--- config.mk ---
export PLATFORM = sky130hd
export DESIGN_NAME = ipc_mailbox
export DESIGN_NICKNAME = d
export VERILOG_FILES = /design/src/rtl/ipcmbx_pkg.sv /design/src/rtl/ipcmbx_decode.sv /design/src/rtl/ipcmbx_datapath.sv /design/src/rtl/ipc_mailbox.sv
export SDC_FILE = /design/constraint.sdc
export NUM_CORES = 1
export LEC_CHECK = 0
export BUFFER_PORTS_ARGS = -buffer_cell sky130_fd_sc_hd__buf_4
export CAP_MARGIN = 0
export CORE_MARGIN = 2
export CORE_UTILIZATION = 23
export CTS_CLUSTER_DIAMETER = 60
export DETAILED_ROUTE_END_ITERATION = 7
export PLACE_DENSITY = 0.43
export SLEW_MARGIN = 30
export SYNTH_ARGS = -nofsm -noshare
export SYNTH_HDL_FRONTEND = slang
export SYNTH_SLANG_ARGS = --single-unit
--- constraint.sdc ---
create_clock -name clk -period 4.7 [get_ports clk]
set_input_delay 0.94 -clock clk [delete_from_list [all_inputs] [get_ports clk]]
set_output_delay 0.94 -clock clk [all_outputs]
set_load 0.005 [all_outputs]
--- src/rtl/ipcmbx_pkg.sv ---
package ipcmbx_pkg;
  localparam int CH = 4;
  localparam int DATA_W = 32;
  localparam int PEND_BASE = 28;
  localparam int FULL_BASE = 24;
  localparam int EMPTY_BASE = 20;
  localparam int REQ_BASE = 16;
  localparam int RX_WORD = CH;
  localparam int STAT_WORD = 2 * CH;
  localparam int CTRL_WORD = 2 * CH + 1;
  localparam logic [DATA_W-1:0] EN_MASK = {{(DATA_W-EMPTY_BASE){1'b1}}, {EMPTY_BASE{1'b0}}};

  typedef struct packed {
    logic [CH-1:0] txWr;
    logic [CH-1:0] rxRd;
    logic ctrlWr;
    logic statWr;
  } mbx_strobe_t;
endpackage

--- src/rtl/ipcmbx_decode.sv ---
module ipcmbx_decode
  import ipcmbx_pkg::*;
#(
  parameter int ADDR_W = 6,
  localparam int IDX_W = ADDR_W - 2
) (
  input  logic clk,
  input  logic rstN,
  input  logic [1:0] wrEn,
  input  logic [1:0] rdEn,
  input  logic [1:0][ADDR_W-1:0] addr,
  output mbx_strobe_t [1:0] strb,
  output logic [1:0][IDX_W-1:0] rdWord,
  output logic [1:0] rdValid
);
  for (genvar s = 0; s < 2; s++) begin : g_side
    logic [IDX_W-1:0] idx;
    logic valid;
    assign idx = addr[s][ADDR_W-1:2];
    assign valid = (addr[s][1:0] == 2'b00) && (int'(idx) <= CTRL_WORD);
    assign rdWord[s] = idx;
    assign rdValid[s] = valid;

    always_comb begin
      strb[s] = '0;
      for (int n = 0; n < CH; n++) begin
        strb[s].txWr[n] = wrEn[s] && valid && (int'(idx) == n);
        strb[s].rxRd[n] = rdEn[s] && valid && (int'(idx) == RX_WORD + n);
      end
      strb[s].statWr = wrEn[s] && valid && (int'(idx) == STAT_WORD);
      strb[s].ctrlWr = wrEn[s] && valid && (int'(idx) == CTRL_WORD);
    end

    AST_ONE_STROBE: assert property (@(posedge clk) disable iff (!rstN)
      $onehot0({strb[s].txWr, strb[s].rxRd, strb[s].ctrlWr, strb[s].statWr}));
  end
endmodule

--- src/rtl/ipcmbx_datapath.sv ---
module ipcmbx_datapath
  import ipcmbx_pkg::*;
#(
  parameter int IDX_W = 4
) (
  input  logic clk,
  input  logic rstN,
  input  mbx_strobe_t [1:0] strb,
  input  logic [1:0][DATA_W-1:0] wdata,
  input  logic [1:0][IDX_W-1:0] rdWord,
  input  logic [1:0] rdValid,
  output logic [1:0][DATA_W-1:0] rdata,
  output logic [1:0] irq
);
  logic [1:0][CH-1:0][DATA_W-1:0] txData;
  logic [1:0][CH-1:0] full;
  logic [1:0][CH-1:0] pend;
  logic [1:0][CH-1:0] req;
  logic [1:0][DATA_W-1:0] ctrlReg;
  logic [1:0][DATA_W-1:0] stat;
  logic [1:0][DATA_W-1:0] ctrlView;

  always_ff @(posedge clk) begin
    if (!rstN) begin
      txData <= '0;
      full <= '0;
      pend <= '0;
      req <= '0;
      ctrlReg <= '0;
    end else begin
      for (int s = 0; s < 2; s++) begin
        for (int n = 0; n < CH; n++) begin
          if (strb[s].txWr[n]) txData[s][n] <= wdata[s];
          if (strb[s].txWr[n]) full[s][n] <= 1'b1;
          else if (strb[1-s].rxRd[n]) full[s][n] <= 1'b0;
          if (req[1-s][n]) pend[s][n] <= 1'b1;
          else if (strb[s].statWr && wdata[s][PEND_BASE+CH-1-n]) pend[s][n] <= 1'b0;
          req[s][n] <= strb[s].ctrlWr && wdata[s][REQ_BASE+CH-1-n];
        end
        if (strb[s].ctrlWr) ctrlReg[s] <= wdata[s] & EN_MASK;
      end
    end
  end

  always_comb begin
    for (int s = 0; s < 2; s++) begin
      stat[s] = '0;
      ctrlView[s] = ctrlReg[s];
      for (int n = 0; n < CH; n++) begin
        stat[s][PEND_BASE+CH-1-n] = pend[s][n];
        stat[s][FULL_BASE+CH-1-n] = full[1-s][n];
        stat[s][EMPTY_BASE+CH-1-n] = !full[s][n];
        ctrlView[s][REQ_BASE+CH-1-n] = req[s][n];
      end
    end
  end

  always_comb begin
    for (int s = 0; s < 2; s++) begin
      rdata[s] = '0;
      if (rdValid[s]) begin
        for (int n = 0; n < CH; n++) begin
          if (int'(rdWord[s]) == n) rdata[s] = txData[s][n];
          if (int'(rdWord[s]) == RX_WORD + n) rdata[s] = txData[1-s][n];
        end
        if (int'(rdWord[s]) == STAT_WORD) rdata[s] = stat[s];
        if (int'(rdWord[s]) == CTRL_WORD) rdata[s] = ctrlView[s];
      end
      irq[s] = |(stat[s] & ctrlReg[s]);
    end
  end

  for (genvar s = 0; s < 2; s++) begin : g_chk
    localparam int P = 1 - s;
    for (genvar n = 0; n < CH; n++) begin : g_ch
      AST_TX_MARKS_FULL: assert property (@(posedge clk) disable iff (!rstN)
        strb[s].txWr[n] |=> (!stat[s][EMPTY_BASE+CH-1-n] && stat[P][FULL_BASE+CH-1-n]));
      AST_READ_FREES: assert property (@(posedge clk) disable iff (!rstN)
        (strb[P].rxRd[n] && !strb[s].txWr[n]) |=> stat[s][EMPTY_BASE+CH-1-n]);
      AST_REQ_DELIVERS: assert property (@(posedge clk) disable iff (!rstN)
        req[s][n] |=> stat[P][PEND_BASE+CH-1-n]);
      AST_REQ_ONE_SHOT: assert property (@(posedge clk) disable iff (!rstN)
        (req[s][n] && !strb[s].ctrlWr) |=> !ctrlView[s][REQ_BASE+CH-1-n]);
      AST_PEND_HOLDS: assert property (@(posedge clk) disable iff (!rstN)
        (stat[s][PEND_BASE+CH-1-n] && !strb[s].statWr) |=> stat[s][PEND_BASE+CH-1-n]);
    end
    AST_IRQ_NEEDS_FLAG: assert property (@(posedge clk) disable iff (!rstN)
      irq[s] |-> ((stat[s] & EN_MASK) != '0));
  end
endmodule

--- src/rtl/ipc_mailbox.sv ---
module ipc_mailbox
  import ipcmbx_pkg::*;
#(
  parameter int ADDR_W = 6
) (
  input  logic clk,
  input  logic rstN,
  input  logic aWrEn,
  input  logic aRdEn,
  input  logic [ADDR_W-1:0] aAddr,
  input  logic [DATA_W-1:0] aWdata,
  output logic [DATA_W-1:0] aRdata,
  output logic aIrq,
  input  logic bWrEn,
  input  logic bRdEn,
  input  logic [ADDR_W-1:0] bAddr,
  input  logic [DATA_W-1:0] bWdata,
  output logic [DATA_W-1:0] bRdata,
  output logic bIrq
);
  localparam int IDX_W = ADDR_W - 2;

  mbx_strobe_t [1:0] strb;
  logic [1:0][IDX_W-1:0] rdWord;
  logic [1:0] rdValid;
  logic [1:0][DATA_W-1:0] rdata;
  logic [1:0] irq;

  ipcmbx_decode #(.ADDR_W(ADDR_W)) u_decode (
    .clk(clk), .rstN(rstN),
    .wrEn({bWrEn, aWrEn}), .rdEn({bRdEn, aRdEn}), .addr({bAddr, aAddr}),
    .strb(strb), .rdWord(rdWord), .rdValid(rdValid)
  );

  ipcmbx_datapath #(.IDX_W(IDX_W)) u_datapath (
    .clk(clk), .rstN(rstN), .strb(strb), .wdata({bWdata, aWdata}),
    .rdWord(rdWord), .rdValid(rdValid), .rdata(rdata), .irq(irq)
  );

  assign aRdata = rdata[0];
  assign bRdata = rdata[1];
  assign aIrq = irq[0];
  assign bIrq = irq[1];
endmodule

==> results of run 1 <==
logic make-up (layout without fill, tap and decap cells):
logic type / count (synthesis) / count (layout) / share of synthesized area [%]
other: 0 / 1 / 0
AOI/OAI and AO/OA: 639 / 639 / 25.5
DFF: 304 / 304 / 36.2
buffers and inverters: 198 / 321 / 5.59
and+or+nand+nor: 804 / 804 / 21.0
muxes: 153 / 153 / 11.7
critical path: cells and delay by family:
| family | cells | cell delay [ns] |
|---|---|---|
| simple gates | 2 | 1.13 |
| buf+inv | 3 | 0.60 |
| compound gates | 3 | 0.56 |
placed cells by master (no fill, tap or decap), types with 8 or more instances in the layout:
| cell type | instances |
|---|---|
| a21boi_0 | 133 |
| a21boi_1 | 109 |
| a21oi_1 | 111 |
| a221oi_1 | 24 |
| a22o_1 | 9 |
| a22oi_1 | 21 |
| a31oi_1 | 15 |
| and3_1 | 10 |
| buf_12 | 9 |
| buf_4 | 218 |
| clkbuf_16 | 41 |
| dfxtp_1 | 304 |
| inv_1 | 22 |
| mux2_2 | 19 |
| mux2i_1 | 97 |
| mux4_2 | 30 |
| nand2_1 | 548 |
| nand2b_1 | 17 |
| nand3_1 | 21 |
| nor2_1 | 50 |
| nor2b_1 | 66 |
| nor3_1 | 38 |
| nor4_1 | 11 |
| o211ai_1 | 8 |
| o21ai_0 | 123 |
| o221ai_1 | 11 |
| o22ai_1 | 35 |
| o2bb2ai_1 | 9 |
layer usage:
| metal | GRT usage [%] | part of all wire, % |
|---|---|---|
| met5 | 0 | 0.022 |
| met4 | 7.58 | 3.8 |
| met3 | 2.83 | 6.6 |
| met2 | 34.5 | 46 |
| met1 | 28.0 | 43 |
flip-flops by register name (all words and copies together) (netlist names):
signal / flops
u_datapath.ctrlReg: 24
u_datapath.ctrlView: 8
u_datapath.full: 8
u_datapath.pend: 8
u_datapath.txData: 256
path summary, 6_finish.rpt:
| kind | to | depth (start not counted) |
|---|---|---|
| max | bRdata[0] | 8 |
| min | u_datapath.txData[7] | 2 |
| max reg2reg | u_datapath.full[7] | 2 |
| min reg2reg | u_datapath.txData[7] | 2 |
report_power, final:
part	total, mW	internal (mW)	switching (mW)
sequential	2.60	2.59	0.0112
clock	3.05	1.80	1.25
combinational	0.613	0.217	0.396
total	6.26	4.60	1.66
per-stage QoR:
stage                     total power, mW  cells  hold WS, ns  utilization (%)
after CTS                            6.29   3179        0.470             28.0
final                                6.26   3181        0.469             28.0
after detailed placement             3.25   3113        0.462             26.2
after floorplan                      2.97   2098        0.442                -
after global routing                 6.45   3180        0.489             28.0
after global placement               3.25   3113        0.455             26.2
cell usage after synthesis (all sizes together) (3+ instances only):
cell type,n,area (sq um)
nor4b,7,61.3
nor2,57,231
a22oi,21,158
nor4,11,68.8
mux4,30,676
o32ai,4,35.0
nand2,548,2060
o2bb2ai,9,78.8
o211ai,8,60.1
a221oi,24,210
and3,11,68.8
mux2i,97,971
a21boi,242,1820
a21oi,111,556
o22ai,35,219
mux2,26,319
clkbuf,67,251
o221ai,11,96.3
a2111oi,9,123
a21o,3,22.5
dfxtp,304,6090
and2,5,31.3
nand2b,17,106
a221o,7,70.1
nor2b,67,419
nand3,25,135
buf,105,591
a31oi,15,93.8
o21ai,124,621
inv,24,90.1
a22o,9,78.8
nor3,45,274
a211oi,3,22.5
layout make-up:
| cell class | instances | area share (%) |
|---|---|---|
| clock inverters | 14 | 0.701 |
| repair buffers | 229 | 9.11 |
| flip-flops and latches | 304 | 29.9 |
| well taps | 959 | 5.89 |
| inverters | 26 | 0.479 |
| multi-input cells | 1596 | 48.4 |
| diodes | 1 | 0.0123 |
| clock buffers | 52 | 5.54 |
==> summary.md, run 1 <==
| Metric | Value |
|---|---|
| Status | `complete, but fails checks` |
| Failing checks | `DRC` |
| Post-synthesis sequential area ratio | `36.2%` |
| Clock Path Buffers | `3` |
| Worst hold path startpoint | `u_datapath.txData[7]` |
| Total GRT Usage | `21.0%` |
| Final setup vio count | `0` |
| Buffers on Ports | `147` |
| Die Height | `274 um` |
| Starting density of the core | `23.1%` |
| First-pass GRT wire length | `116000 um` |
| HPWL after DPL | `57400 um` |
| Final worst slack | `0.490 ns` |
| DP Area | `19100 sq um` |
| Via/cell ratio | `5.32` |
| Seq cells post-synth | `304` |
| Worst min path class | `flop to flop` |
| Grt ovf | `0` |
| Number of gates resized after CTS | `0` |
| Final Hold Viols | `0` |
| Worst Setup SP | `bAddr[2]` |
| Max Fanout on Critical Path | `38` |
| Hold-fix buffers, CTS | `0` |
| Sequential Area | `6090 sq um` |
| CP max-delay cell | `and2b_4` |
| Layout cells sized above 1 | `17.1%` |
| Reg2reg start | `u_datapath.full[7]` |
| Post-synthesis cell type count | `60` |
| Fillers | `7818` |
| Worst setup EP type | `output port` |
| Final instance area | `20400 sq um` |
| H-Tree Depth | `2` |
| Area Growth Syn to Fin | `21.0%` |
| Clock-pin slew on the worst setup and hold paths | `0.05 ns` |
| Setup Buffers After CTS | `0` |
| CTS root buf | `clkbuf_16` |
| Ys Warns | `0` |
| Syn Area/Cell | `8.02 sq um` |
| RSZ-0062 raised after global routing | `no` |
| Worst path required time | `3.76 ns` |
| CTS tree | `yes` |
| Post-synth EDFFs | `0` |
| DR vias | `16937` |
| Critical path class | `primary input to output port` |
| Max Freq | `238 MHz` |
| R2r setup slk | `3.72 ns` |
| CTS buffer count | `38` |
| Max_cap viols | `0` |
| IO Pins | `148` |
| Detailed Routing Iterations Pass 1 | `8` |
| Maximum vdd ir drop | `0.178 mV` |
| Largest net degree at the start of global routing | `143` |
| Vias in the first global route | `16151` |
| Pre-CTS setup slack | `0.438 ns` |
| Syn nets | `2180` |
| DRC viols | `2` |
| Post-synth top flop | `dfxtp_1` |
| Clk_lat worst skew | `0.54 ns` |
| Slew @ Worst Pin | `0.916 ns` |
| Lkg Pwr | `7.10 nW` |
| DR WL/cell | `25.5 um` |
| Initial DRC Count | `1939` |
| Total wire length | `81200 um` |
| Most used cell, CP | `buf_4` |
| PwrDens | `307 nW/um^2` |
| Die footprint | `75300 sq um` |
| Nets | `2277` |
| Row count | `99` |
| Worst Path Arrival | `3.27 ns` |
| Core ar. | `72700 sq um` |
| Post-Syn Area | `16800 sq um` |
| Worst path max stage delay | `0.57 ns` |
| Final antenna-violating net count | `0` |
| Clk sinks | `304` |
| Worst slew margin | `38.4%` |
| Critical path cell sequence | `buf_4 > and2b_4 > a221o_1 > o21ai_0 > o2bb2ai_1 > nor4_1 > buf_4 > buf_4` |
| Setup tns final | `0 ns` |
| Clk_skew | `0.0142 ns` |
| Multi-input gate area | `9850 sq um` |
| Initial antenna violation count | `2` |
| Ys async rst share | `0%` |
| Period utilisation layout | `89.6%` |
| Die width | `274 um` |
| Worst setup SP type | `primary input` |
| Clock period minus worst slack | `4.21 ns` |
| Post-Synthesis Cells | `2098` |
| Fin. max-slew vios | `0` |
| Gpl congestion | `0.925` |
(Power assumes the default switching activity.)
==> run 2, diff against run 1 <==
--- a/config.mk
+++ b/config.mk
@@ -5,7 +5,7 @@
 export SDC_FILE = /design/constraint.sdc
 export NUM_CORES = 1
 export LEC_CHECK = 0
-export BUFFER_PORTS_ARGS = -buffer_cell sky130_fd_sc_hd__buf_4
+export BUFFER_PORTS_ARGS = -buffer_cell sky130_fd_sc_hd__buf_2
 export CAP_MARGIN = 0
 export CORE_MARGIN = 2
 export CORE_UTILIZATION = 23
==> run 2 against run 1 <==
The run now ends clean. Clock power down 3%. Fmax down 5.7%. Sequential share of layout area up 0.69 points. Power down 1.9%. Die area unchanged. Global-route usage about the same. Final cell count about the same. Flip-flop and latch count unchanged. Utilization down 0.63 points. Non-clock buffer count unchanged. Critical path type unchanged. Critical endpoint is now bRdata[30]. Highest routed layer unchanged.
==> summary.md, run 2 (synthesized netlist as in run 1, its figures left out) <==
| Metric | Value |
|---|---|
| Most frequent cells in the layout | `nand2_1, dfxtp_1, buf_2 (was nand2_1, dfxtp_1, buf_4)` |
| Biggest regs | `u_datapath.txData: 256 flops, u_datapath.ctrlReg: 24 flops (unchanged)` |
| Gpl congestion | `0.968 (was 0.925)` |
| Period utilisation layout | `94.9% (was 89.6%)` |
| Clock Power Share | `48.3% (was 48.7%)` |
| CTS buffer count | `37 (was 38)` |
| Core ar. | `72700 sq um (unchanged)` |
| Final Hold Viols | `0 (unchanged)` |
| Clk_lat worst skew | `0.57 ns (was 0.54 ns)` |
| HPWL after DPL | `58400 um (was 57400 um)` |
| Critical path class | `primary input to output port (unchanged)` |
| Fillers | `7873 (was 7818)` |
| Multi-input gate area | `9850 sq um (unchanged)` |
| Int Pwr | `4.51 mW (was 4.60 mW)` |
| Nets | `2276 (was 2277)` |
| Final worst slack | `0.238 ns (was 0.490 ns)` |
| Sequential share of power | `42.3% (was 41.5%)` |
| Largest register FFs | `256 (unchanged)` |
| DR vias | `16875 (was 16937)` |
| DP Area | `18700 sq um (was 19100 sq um)` |
| Placed Instances | `3114 (was 3113)` |
| Die Height | `274 um (unchanged)` |
| Die width | `274 um (unchanged)` |
| Final antenna-violating net count | `0 (unchanged)` |
| Die footprint | `75300 sq um (unchanged)` |
| Hold-fix buffers, CTS | `0 (unchanged)` |
| Final setup vio count | `0 (unchanged)` |
| Worst path required time | `3.76 ns (about the same)` |
| Vias in the first global route | `16047 (was 16151)` |
| DR WL/cell | `25.4 um (was 25.5 um)` |
| Pre-CTS setup slack | `0.475 ns (was 0.438 ns)` |
| Total wire length | `80900 um (was 81200 um)` |
| Total GRT Usage | `21.0% (about the same)` |
| Setup Buffers After CTS | `0 (unchanged)` |
| IO Pins | `148 (unchanged)` |
| P_sw | `1.62 mW (was 1.66 mW)` |
| Combinational share of power | `9.4% (was 9.8%)` |
| H-Tree Depth | `2 (unchanged)` |
| First-pass GRT wire length | `115000 um (was 116000 um)` |
| Worst setup SP type | `primary input (unchanged)` |
| Row count | `99 (unchanged)` |
| Via/cell ratio | `5.31 (was 5.32)` |
| Sequential Area | `6090 sq um (unchanged)` |
| Fin cells | `3179 (was 3181)` |
| R2r setup slk | `3.68 ns (was 3.72 ns)` |
| Clock-pin slew on the worst setup and hold paths | `0.06 ns (was 0.05 ns)` |
| Maximum vdd ir drop | `0.190 mV (was 0.178 mV)` |
| Layout cells sized above 1 | `16.9% (was 17.1%)` |
| Worst slew margin | `35.9% (was 38.4%)` |
| Initial antenna violation count | `6 (was 2)` |
| Initial DRC Count | `1807 (was 1939)` |
| Fin. max-slew vios | `0 (unchanged)` |
| Clk sinks | `304 (unchanged)` |
| RSZ-0062 raised after global routing | `no (unchanged)` |
| Commonest non-fill, non-tap cell in the layout | `nand2_1 (unchanged)` |
| CTS tree | `yes (unchanged)` |
| Lkg Pwr | `7.00 nW (was 7.10 nW)` |
| Starting density of the core | `23.1% (unchanged)` |
| Final instance area | `19900 sq um (was 20400 sq um)` |
| Status | `complete, no violations (was complete, but fails checks)` |
| Buffers on Ports | `147 (unchanged)` |
| Switching Share | `26.5% (about the same)` |
| Grt ovf | `0 (unchanged)` |
| DRC viols | `0 (was 2)` |
| Setup tns final | `0 ns (unchanged)` |
| Clk_skew | `0.0121 ns (was 0.0142 ns)` |
| Number of gates resized after CTS | `0 (unchanged)` |
| Max Freq | `224 MHz (was 238 MHz)` |
| Largest Register | `u_datapath.txData (unchanged)` |
| Clock Path Buffers | `3 (unchanged)` |
| Detailed Routing Iterations Pass 1 | `5 (was 8)` |
| Worst setup EP type | `output port (unchanged)` |
| CTS root buf | `clkbuf_16 (unchanged)` |
| Worst Path Arrival | `3.52 ns (was 3.27 ns)` |
| PwrDens | `308 nW/um^2 (was 307 nW/um^2)` |
| Max Fanout on Critical Path | `22 (was 38)` |
| Worst min path class | `flop to flop (unchanged)` |
| Clock period minus worst slack | `4.46 ns (was 4.21 ns)` |
| Area Growth Syn to Fin | `18.3% (was 21.0%)` |
| Largest net degree at the start of global routing | `149 (was 143)` |
| Max_cap viols | `0 (unchanged)` |
| Slew @ Worst Pin | `0.960 ns (was 0.916 ns)` |
==> run 2: changes by cell type in the layout (fill, tap and decap cells not counted), moves of 2 or more <==
cell,before,now
clkbuf_16,41,39
buf_4,218,81
inv_6,4,2
clkinv_2,5,3
buf_12,9,6
buf_2,0,141
clkbuf_8,6,8
==> run 2: power groups by stage <==
stage / clock network, mW / registers, mW / logic (mW)
4_1_cts: 3.02 / 2.60 / 0.563
6_report: 2.96 / 2.60 / 0.575
3_3_place_gp: 0 / 2.65 / 0.557
2_1_floorplan: 0 / 2.65 / 0.321
5_1_grt: 3.12 / 2.60 / 0.606
3_5_place_dp: 0 / 2.65 / 0.562
==> run 2: per-stage QoR <==
| stage | hold WS, ns | power, mW | util (%) |
|---|---|---|---|
| global placement | 0.457 | 3.21 | 25.7 |
| detailed placement | 0.464 | 3.22 | 25.7 |
| finish | 0.468 | 6.13 | 27.4 |
| global route | 0.490 | 6.32 | 27.4 |
| CTS | 0.472 | 6.18 | 27.4 |
| floorplan | 0.442 | 2.97 | - |
==> run 2: final timing paths <==
kind	from	endpoint	cells past startpoint
worst max-delay path	bAddr[3]	bRdata[30]	7
worst min-delay path	u_datapath.txData[155]	u_datapath.txData[155]	2
worst max register to register	u_datapath.full[6]	u_datapath.full[6]	2
worst min register to register	u_datapath.txData[155]	u_datapath.txData[155]	2
==> run 2: area by class of cell <==
type	count	area share, %
antenna	2	0.0251
sequential	304	30.6
timing repair buffer	229	7.27
inverter	26	0.490
clock buffer	52	5.50
clock inverter	11	0.622
multi-input combinational	1596	49.5
tap	959	6.03
==> run 2: worst max-delay path: stages <==
cell	delay, ns
buf_2	0.46
clkinv_1	0.67
nand2_1	0.32
a21oi_1	0.09
a2111oi_0	0.63
a211oi_1	0.22
buf_2	0.19
==> run 2: routing by layer <==
layer  share of wire (%)  GRT usage (%)  wire length [um]
met5               0.051              0                41
met3                 7.3           3.71              5910
met4                 3.9           7.97              3120
met2                  47           34.8             37800
met1                  42           27.0             34000
